## src/rtl/tkt_pkg.sv

```systemverilog
package tkt_pkg;

    typedef enum logic {
        OP_TICKET  = 1'b0,
        OP_CONNECT = 1'b1
    } tkt_op_e;

    // ceil(log2(n)) with a floor of one bit
    function automatic int idx_bits(input int n);
        return (n > 1) ? $clog2(n) : 1;
    endfunction

endpackage

```

## src/rtl/tkt_bus_prio.sv

```systemverilog
module tkt_bus_prio #(
    parameter int N  = 4,
    parameter int IW = 2
) (
    input  logic [N-1:0]  req,
    output logic [N-1:0]  gnt,
    output logic [IW-1:0] idx,
    output logic          any
);
    always_comb begin
        gnt = '0;
        idx = '0;
        any = 1'b0;
        for (int i = 0; i < N; i++) begin
            if (req[i] && !any) begin
                any    = 1'b1;
                gnt[i] = 1'b1;
                idx    = IW'(i);
            end
        end
    end
endmodule

```

## src/rtl/tkt_counter_bank.sv

```systemverilog
module tkt_counter_bank #(
    parameter int NL = 4,
    parameter int LW = 2,
    parameter int TW = 8
) (
    input  logic                 clk,
    input  logic                 rst,
    input  logic                 issue_en,
    input  logic [LW-1:0]        issue_lp,
    input  logic                 serve_en,
    input  logic [LW-1:0]        serve_lp,
    output logic [NL-1:0][TW-1:0] next_tkt,
    output logic [NL-1:0][TW-1:0] now_srv
);
    for (genvar g = 0; g < NL; g++) begin : g_lport
        always_ff @(posedge clk) begin
            if (rst) begin
                next_tkt[g] <= '0;
            end else if (issue_en && issue_lp == LW'(g)) begin
                next_tkt[g] <= next_tkt[g] + 1'b1;
            end
        end

        always_ff @(posedge clk) begin
            if (rst) begin
                now_srv[g] <= '0;
            end else if (serve_en && serve_lp == LW'(g)) begin
                now_srv[g] <= now_srv[g] + 1'b1;
            end
        end
    end
endmodule

```

## src/rtl/tkt_port_table.sv

```systemverilog
module tkt_port_table #(
    parameter int NP = 8,
    parameter int PW = 3,
    parameter int LW = 2
) (
    input  logic                  clk,
    input  logic                  rst,
    input  logic                  wr_en,
    input  logic [PW-1:0]         wr_phys,
    input  logic [LW-1:0]         wr_lp,
    input  logic                  wr_on,
    input  logic                  grab_en,
    input  logic [PW-1:0]         grab_phys,
    input  logic [NP-1:0]         done,
    output logic [NP-1:0]         mem_on,
    output logic [NP-1:0][LW-1:0] mem_lp,
    output logic [NP-1:0]         busy
);
    for (genvar g = 0; g < NP; g++) begin : g_phys
        if (g == 0) begin : g_fixed
            assign mem_on[g] = 1'b1;
            assign mem_lp[g] = '0;
        end else begin : g_prog
            always_ff @(posedge clk) begin
                if (rst) begin
                    mem_on[g] <= 1'b0;
                    mem_lp[g] <= '0;
                end else if (wr_en && wr_phys == PW'(g)) begin
                    mem_on[g] <= wr_on;
                    mem_lp[g] <= wr_lp;
                end
            end
        end

        always_ff @(posedge clk) begin
            if (rst) begin
                busy[g] <= 1'b0;
            end else if (grab_en && grab_phys == PW'(g)) begin
                busy[g] <= 1'b1;
            end else if (done[g]) begin
                busy[g] <= 1'b0;
            end
        end
    end
endmodule

```

## src/rtl/tkt_member_pick.sv

```systemverilog
module tkt_member_pick #(
    parameter int NP = 8,
    parameter int PW = 3,
    parameter int LW = 2,
    parameter int GW = 4
) (
    input  logic [NP-1:0]         mem_on,
    input  logic [NP-1:0][LW-1:0] mem_lp,
    input  logic [NP-1:0]         busy,
    input  logic [LW-1:0]         lport,
    input  logic                  pin,
    input  logic [GW-1:0]         tag,
    output logic                  found,
    output logic [PW-1:0]         phys
);
    localparam int CW = $clog2(NP + 1);
    localparam int MW = (GW > CW) ? GW : CW;

    logic [CW-1:0] cnt;
    logic [CW-1:0] rank;
    logic [MW-1:0] slot;
    logic          free_ok;
    logic [PW-1:0] free_phys;
    logic          pin_ok;
    logic [PW-1:0] pin_phys;

    always_comb begin
        cnt = '0;
        for (int p = 0; p < NP; p++) begin
            if (mem_on[p] && mem_lp[p] == lport) cnt = cnt + 1'b1;
        end

        slot = (cnt == '0) ? '0 : (MW'(tag) % MW'(cnt));

        rank      = '0;
        free_ok   = 1'b0;
        free_phys = '0;
        pin_ok    = 1'b0;
        pin_phys  = '0;
        for (int p = 0; p < NP; p++) begin
            if (mem_on[p] && mem_lp[p] == lport) begin
                if (!busy[p] && !free_ok) begin
                    free_ok   = 1'b1;
                    free_phys = PW'(p);
                end
                if (MW'(rank) == slot) begin
                    pin_phys = PW'(p);
                    pin_ok   = !busy[p];
                end
                rank = rank + 1'b1;
            end
        end

        found = pin ? ((cnt != '0) && pin_ok) : free_ok;
        phys  = pin ? pin_phys : free_phys;
    end
endmodule

```

## src/rtl/tkt_xbar_arb.sv

```systemverilog
module tkt_xbar_arb
    import tkt_pkg::*;
#(
    parameter int NUM_SEND  = 4,
    parameter int NUM_LPORT = 4,
    parameter int NUM_PHYS  = 8,
    parameter int TKT_W     = 8,
    parameter int TAG_W     = 4,
    localparam int SW = idx_bits(NUM_SEND),
    localparam int LW = idx_bits(NUM_LPORT),
    localparam int PW = idx_bits(NUM_PHYS)
) (
    input  logic                          clk,
    input  logic                          rst,
    input  logic [NUM_SEND-1:0]           req_valid,
    input  logic [NUM_SEND-1:0]           req_op,
    input  logic [NUM_SEND-1:0][LW-1:0]   req_lport,
    input  logic [NUM_SEND-1:0][TKT_W-1:0] req_ticket,
    input  logic [NUM_SEND-1:0]           req_pin,
    input  logic [NUM_SEND-1:0][TAG_W-1:0] req_tag,
    output logic [NUM_SEND-1:0]           bus_gnt,
    output logic                          rsp_valid,
    output logic [SW-1:0]                 rsp_sender,
    output logic                          rsp_op,
    output logic                          rsp_ok,
    output logic [TKT_W-1:0]              rsp_ticket,
    output logic [PW-1:0]                 rsp_phys,
    output logic [NUM_LPORT-1:0][TKT_W-1:0] serving,
    output logic [NUM_PHYS-1:0]           port_busy,
    input  logic [NUM_PHYS-1:0]           port_done,
    input  logic                          map_we,
    input  logic [PW-1:0]                 map_phys,
    input  logic [LW-1:0]                 map_lport,
    input  logic                          map_en
);
    logic                        bus_any;
    logic [SW-1:0]               bus_idx;
    tkt_op_e                     cur_op;
    logic [LW-1:0]               cur_lp;
    logic [TKT_W-1:0]            cur_tkt;
    logic                        cur_pin;
    logic [TAG_W-1:0]            cur_tag;
    logic [NUM_LPORT-1:0][TKT_W-1:0] next_tkt;
    logic [NUM_PHYS-1:0]         mem_on;
    logic [NUM_PHYS-1:0][LW-1:0] mem_lp;
    logic                        pick_found;
    logic [PW-1:0]               pick_phys;
    logic                        in_turn;
    logic                        issue_en;
    logic                        conn_ok;

    tkt_bus_prio #(.N(NUM_SEND), .IW(SW)) u_prio (
        .req (req_valid),
        .gnt (bus_gnt),
        .idx (bus_idx),
        .any (bus_any)
    );

    assign cur_op  = tkt_op_e'(req_op[bus_idx]);
    assign cur_lp  = req_lport[bus_idx];
    assign cur_tkt = req_ticket[bus_idx];
    assign cur_pin = req_pin[bus_idx];
    assign cur_tag = req_tag[bus_idx];

    tkt_member_pick #(.NP(NUM_PHYS), .PW(PW), .LW(LW), .GW(TAG_W)) u_pick (
        .mem_on (mem_on),
        .mem_lp (mem_lp),
        .busy   (port_busy),
        .lport  (cur_lp),
        .pin    (cur_pin),
        .tag    (cur_tag),
        .found  (pick_found),
        .phys   (pick_phys)
    );

    assign in_turn  = (cur_tkt == serving[cur_lp]);
    assign issue_en = bus_any && (cur_op == OP_TICKET);
    assign conn_ok  = bus_any && (cur_op == OP_CONNECT) && in_turn && pick_found;

    tkt_counter_bank #(.NL(NUM_LPORT), .LW(LW), .TW(TKT_W)) u_bank (
        .clk      (clk),
        .rst      (rst),
        .issue_en (issue_en),
        .issue_lp (cur_lp),
        .serve_en (conn_ok),
        .serve_lp (cur_lp),
        .next_tkt (next_tkt),
        .now_srv  (serving)
    );

    tkt_port_table #(.NP(NUM_PHYS), .PW(PW), .LW(LW)) u_table (
        .clk       (clk),
        .rst       (rst),
        .wr_en     (map_we),
        .wr_phys   (map_phys),
        .wr_lp     (map_lport),
        .wr_on     (map_en),
        .grab_en   (conn_ok),
        .grab_phys (pick_phys),
        .done      (port_done),
        .mem_on    (mem_on),
        .mem_lp    (mem_lp),
        .busy      (port_busy)
    );

    always_ff @(posedge clk) begin
        if (rst) begin
            rsp_valid  <= 1'b0;
            rsp_sender <= '0;
            rsp_op     <= 1'b0;
            rsp_ok     <= 1'b0;
            rsp_ticket <= '0;
            rsp_phys   <= '0;
        end else begin
            rsp_valid  <= bus_any;
            rsp_sender <= bus_idx;
            rsp_op     <= (cur_op == OP_CONNECT);
            rsp_ok     <= issue_en || conn_ok;
            rsp_ticket <= (cur_op == OP_TICKET) ? next_tkt[cur_lp] : cur_tkt;
            rsp_phys   <= conn_ok ? pick_phys : '0;
        end
    end
endmodule

```

## config.mk

```make
export PLATFORM = sky130hd
export DESIGN_NAME = tkt_xbar_arb
export DESIGN_NICKNAME = d
export VERILOG_FILES = /design/src/rtl/tkt_pkg.sv /design/src/rtl/tkt_bus_prio.sv /design/src/rtl/tkt_counter_bank.sv /design/src/rtl/tkt_port_table.sv /design/src/rtl/tkt_member_pick.sv /design/src/rtl/tkt_xbar_arb.sv
export SDC_FILE = /design/constraint.sdc
export NUM_CORES = 1
export LEC_CHECK = 0
export ABC_AREA = 1
export CAP_MARGIN = 20
export CORE_MARGIN = 2
export CORE_UTILIZATION = 44
export DETAILED_ROUTE_END_ITERATION = 16
export DONT_BUFFER_PORTS = 1
export GPL_ROUTABILITY_DRIVEN = 0
export GPL_TIMING_DRIVEN = 0
export HOLD_SLACK_MARGIN = 0.12
export SYNTH_ARGS = -nofsm -noshare
export SYNTH_HDL_FRONTEND = slang
export SYNTH_HIERARCHICAL = 1
export SYNTH_SLANG_ARGS = --single-unit
```

## constraint.sdc

```tcl
create_clock -name clk -period 40.2 [get_ports clk]
set_input_delay 8.04 -clock clk [delete_from_list [all_inputs] [get_ports clk]]
set_output_delay 8.04 -clock clk [all_outputs]
set_load 0.005 [all_outputs]
```

## After elaboration in Yosys (flattened, before gate mapping)

Index checks and enable logic that the tools add are counted.

- Add/subtract/negate cells: 15
- Div/mod/pow operators: 1
- Magnitude comparators: 2
- Equal/unequal tests: 32
- Mux-type cells: 112
- Bitwise logic cells: 2
- Reductions and logical operators: 78

Operators by type and width:

| cell | number |
|---|---|
| two-way mux 3 bit | 27 |
| adder 8 x 1 -> 8 bit, second input constant | 8 |
| two-way mux 1 bit | 62 |
| binary-select mux 8 bit (select 2 bit) | 3 |
| logical AND 1 bit | 45 |
| two-way mux 4 bit | 9 |
| two-way mux 8 bit | 4 |
| equality test 4 bit | 7 |
| adder 4 x 1 -> 4 bit, second input constant | 6 |
| equality test 3 bit, second input constant | 8 |
| zero test 1 bit | 18 |
| nonzero test 2 bit | 8 |
| equality test 2 bit | 7 |
| equality test 3 x 2 -> 1 bit, second input constant | 4 |
| binary-select mux 4 bit (select 2 bit) | 1 |
| equality test 8 bit | 1 |
| zero test 4 bit | 2 |
| equality test 3 x 1 -> 1 bit, second input constant | 2 |
| < comparator 2 x 3 -> 1 bit, second input constant | 2 |
| two-way mux 2 bit | 3 |
| binary-select mux 1 bit (select 2 bit) | 2 |
| binary-select mux 2 bit (select 2 bit) | 1 |
| equality test 2 bit, second input constant | 2 |
| modulo 4 x 4 -> 4 bit | 1 |
| other kinds (8) | 9 |

- Register bits: 109
- Input port bits: 85
- Output and inout bits: 60

## Logic depth before layout (Yosys ltp)

- Word-level depth: 52
- Depth in mapped cells: 93

## Cells and area by module

The synthesis kept the hierarchy.

Modules (own cells, without submodules):

| module | times used | cells an instance | area an instance (µm²) | sequential area each (µm²) |
|---|---|---|---|---|
| tkt_counter_bank | 1 | 487 | 3069.2 | 1281.2 |
| tkt_member_pick | 1 | 395 | 2178.3 | 0.0 |
| tkt_xbar_arb | 1 | 322 | 1795.5 | 320.3 |
| tkt_port_table | 1 | 190 | 1247.4 | 580.6 |
| tkt_bus_prio | 1 | 13 | 62.6 | 0.0 |

## Worst setup path before layout

OpenSTA, ideal clock, no wires.

- Path type: input to register
- From: input port req_valid[1]
- To: register u_bank/now_srv[29] (netlist bit)
- Setup time: 0.115 ns
- Arrival time: 18.038 ns
- Data required time: 40.085 ns
- Setup slack: 22.047 ns
- Cell stages on the path: 84
- Path buffers: 4
- Path through: nor2_2 -> nand3_1 -> nand2_1 -> buf_6 -> nand2_1 -> nand3_2 -> nand2_4 -> inv_4 -> buf_6 -> buf_2 -> inv_2 -> buf_6 -> a21oi_4 -> nand3_4 -> ha_1 -> inv_1 -> nand3_1 -> nand2_1 -> [48 not listed] -> inv_1 -> nand2_1 -> nand2_1 -> nand2_1 -> nand2_1 -> nand2_1 -> nand2_1 -> nor2_1 -> nand2_1 -> nor2_1 -> nand2_1 -> nor2_1 -> and2_1 -> nand3_1 -> nor2_1 -> nand3_1 -> nand2_1 -> nor2_1

- Longest elaborated chain between the ends: 49
- Elaborated cells on any way between the ends: 118
- Those cells by class: add/sub (7); div (1); eq/ne (16); mux (59); reduce/logical (35)

Ends and longest elaborated chain:

| element | line | RTL |
|---|---|---|
| from (decl) | tkt_xbar_arb.sv:15 | `input logic [NUM_SEND-1:0] req_valid,` |
| logical AND 1 bit * | tkt_bus_prio.sv:15 | `if (req[i] && !any) begin` |
| two-way mux 1 bit | tkt_bus_prio.sv:15 |  |
| zero test 1 bit | tkt_bus_prio.sv:15 |  |
| logical AND 1 bit | tkt_bus_prio.sv:15 |  |
| two-way mux 1 bit | tkt_bus_prio.sv:15 |  |
| zero test 1 bit | tkt_bus_prio.sv:15 |  |
| logical AND 1 bit | tkt_bus_prio.sv:15 |  |
| two-way mux 2 bit * | tkt_bus_prio.sv:15 |  |
| via bus_idx[0] | tkt_xbar_arb.sv:37 | `logic [SW-1:0] bus_idx;` |
| [2 not listed] | n/a |  |
| via cur_lp[0] | tkt_xbar_arb.sv:39 | `logic [LW-1:0] cur_lp;` |
| [33 not listed] | n/a |  |
| two-way mux 1 bit | tkt_member_pick.sv:46 | `if (MW'(rank) == slot) begin` |
| two-way mux 1 bit | tkt_member_pick.sv:41 | `if (mem_on[p] && mem_lp[p] == lport) begin` |
| logical AND 1 bit | tkt_member_pick.sv:54 | `found = pin ? ((cnt != '0) && pin_ok) : free_ok;` |
| two-way mux 1 bit * | tkt_member_pick.sv:54 |  |
| via pick_found | tkt_xbar_arb.sv:46 | `logic pick_found;` |
| logical AND 1 bit * | tkt_xbar_arb.sv:78 | `assign conn_ok = bus_any && (cur_op == OP_CONNECT) && in_turn && pick_found;` |
| via conn_ok | tkt_xbar_arb.sv:50 | `logic conn_ok;` |
| logical AND 1 bit * | tkt_counter_bank.sv:27 | `end else if (serve_en && serve_lp == LW'(g)) begin` |
| to (signal, indexed assignment) | tkt_counter_bank.sv:28 | `now_srv[g] <= now_srv[g] + 1'b1;` |
| to (decl) | tkt_counter_bank.sv:13 | `output logic [NL-1:0][TW-1:0] now_srv` |

Mark *: on every way through the listed nets, which the timed path passes. The rest lies on a longest branch. The select of a mux whose other input is x is not followed.
A chain may end at the register's enable or synchronous reset.

## Worst setup path in the final report

Same ends and word-level chain as after synthesis.

==> results.md <==
* Global-route wire length before repair at 37800 um
* Vias at 8460
* Via/cell ratio at 5.10
* Ys async rst share at 0
* Post-Syn Area at 8350 um2
* Post-synth top cells: nand2_1, nor2_1, inv_1, nand3_1, dfxtp_1
* Syn_area_per_cell at 5.94 um2
* H-tree levels at 3
* Most frequent CP cell: nand2_1
* CTS tree: yes
* Top area cells in the synthesized netlist: dfxtp_1, nand2_1, nor2_1
* Worst VDD drop at 0.0238 mV
* Hold depth at 2
* Post-CTS setup buffer count at 0
* Simple-gate share of the synthesized area at 0.445
* Clock Latency Late Sink at 0.36 ns
* Maximum root-to-sink buffer count at 2
* TritonCTS Buffers at 9
* Warnings from Yosys at 6
* Most common cell in the netlist: nand2_1
* Sequential fraction of the synthesis area at 0.261
* Area of the die at 20100 um2
* Drt total wl at 23400 um
* RSZ-0062 raised after global routing: no
* Clk root buf: clkbuf_16
* Share of cells above drive strength 1 at 0.0843
* CP Data Required Time at 40.46 ns
* Pre-CTS setup slack at 20.16 ns
* Path depth of the worst reg2reg path at 75
* Core box area at 18600 um2
* Initial core utilization at 0.448
* Vias in the first global route at 7599
* Adder-Cell Fraction of Synth Area at 0.0398
* Synth Area in Compound Gates at 0.105
* Final Max Tran Viols at 0
* DRT Pass-1 Iters at 5
* Slew Limit Headroom at 0.428
* CTS Hold Buffers Added at 0
* Mux contribution to synthesized area at 0
* Worst Path Max Fanout at 24
* Pin slew with the least headroom to its limit at 0.850 ns
* Pleak at 0.00433 uW
* Critical Path Start Type: input pin
* PD cells at 39.8 nW/um2
* Crit path DAT at 20.08 ns
* PnR worst setup slack at 20.38 ns
* Hold Vio Cnt, Final at 0
* Syn Inst Count at 1407
* Post-Layout Cell Count at 1658
* Register area at 2180 um2
* Multi-input combinational cell area at 5110 um2
* Top cell type's share of synthesized area at 0.261
* First DRT Iteration DRCs at 523
* Setup-failing EPs final at 0
* Final Cycle Share at 0.493
* Post-synth EDFFs at 0
* Clk sinks at 109
* GRT Total Usage at 0.234
* Dpl cells at 1642
* GRT Residual Overflow at 0
* Synthesis-stage register bit count at 109
* Critical path capture point type: flop
* Setup TNS at 0 ns
* Min Tclk post-route at 19.82 ns
* Die extent in x at 142 um
* Antenna Cells at 0
* CP max stage delay at 0.55 ns
* Yosys cell types at 54
* Skew final at 0.0144 ns
* Max cap viols at 0
* Initial antenna violation count at 0
* Largest net degree at the start of global routing at 25
* Largest family of logic cells by synthesized area: simple AND/OR/NAND/NOR gates
* IO buf count at 0
* HP Class: flop to flop
* Filler cells at 2051
* Post-synth top flop: dfxtp_1
* Area leader, netlist: dfxtp_1
* Mean routed wirelength per cell at 14.1 um
* WS Path Type: input pin to flop
* Peak Freq at 0.0505 GHz
* # resized after CTS at 0
* Final net count at 1530
* Drt drc at 0
* Slowest stage cell, crit path: a31oi_1
* Synth-to-Final Area Change at 7.16%
* Boundary Pins at 145
* Status: finished, final reports clean
* Die Span Y at 142 um
* Antenna Nets Post-Route at 0
* Rows at 50
* Detailed-placement wirelength estimate at 18100 um
* Post-synthesis xor/xnor area fraction at 0.0205
* Reg clk slew, reported paths at 0.08 ns
-- layer usage --
layer	wire (um)	up-vias	global-route usage
li1	-	4447	-
met1	11000	3761	0.317
met2	10600	235	0.386
met3	1480	17	0.0418
met4	281	0	0.0584
met5	0	-	0
-- placed cells by master, fill, tap and decap left out, types with 14 or more instances in the layout --
| master | instances |
|---|---|
| ha_1 | 25 |
| nand2_1 | 374 |
| a21oi_1 | 58 |
| nor2_1 | 224 |
| o22ai_1 | 14 |
| nand2_2 | 18 |
| o21ai_0 | 65 |
| dfxtp_1 | 109 |
| inv_1 | 197 |
| nand3_1 | 163 |
-- worst max-delay path: cells and delay by family --
family | cells | cell delay, ns
AND/OR/NAND/NOR | 54 | 5.81
adder cells (fa/ha/maj) | 9 | 2.57
AO/OA/AOI/OAI | 8 | 1.79
buffers and inverters | 13 | 1.45
XOR/XNOR | 2 | 0.43
-- final timing paths --
check / startpoint / to / slack, ns
max reg2reg: u_table/mem_lp[2] / u_bank/now_srv[29] / 29.25
max: req_valid[1] / u_bank/now_srv[29] / 20.38
min: u_table/mem_on[7] / u_table/mem_on[7] / 0.48
min reg2reg: u_table/mem_on[7] / u_table/mem_on[7] / 0.48
-- final cells by class --
type	count	area share
Buffer	37	0.0284
Inverter	214	0.0906
Tap cell	234	0.0327
Sequential cell	109	0.244
Multi-Input combinational cell	1048	0.571
Clock buffer	12	0.0275
Clock inverter	4	0.00615
-- logic make-up (layout without fill, tap and decap cells) --
group,after synthesis,in the layout
flops,109,109
simple gates,842,842
other cells,2,3
fa+ha+maj,26,26
xor+xnor,17,17
compound gates,160,160
buf+inv,251,267
-- stage by stage --
step	util	instance area (um2)	total power (uW)	hold slack, ns
2_1_floorplan	-	8360	232	0.448
3_3_place_gp	0.464	8650	260	0.464
3_5_place_dp	0.464	8650	261	0.470
4_1_cts	0.480	8950	357	0.491
5_1_grt	0.480	8950	383	0.506
6_report	0.480	8950	356	0.485
-- sequential cells by signal (all words and copies together), names as in the netlist --
| signal | count |
|---|---|
| rsp_phys | 3 |
| rsp_ticket | 8 |
| rsp_ok | 1 |
| rsp_valid | 1 |
| u_table/mem_on | 7 |
| u_table/busy | 8 |
| u_table/mem_lp | 14 |
| u_bank/next_tkt | 32 |
| u_bank/now_srv | 32 |
| rsp_sender | 2 |
| rsp_op | 1 |
-- power breakdown --
| part | switching [uW] | internal (uW) | total [uW] |
|---|---|---|---|
| clock | 44.5 | 50.8 | 95.3 |
| combinational | 98.2 | 49.9 | 148 |
| sequential | 2.07 | 111 | 113 |
Note: power is estimated with default switching activity, not from simulation.
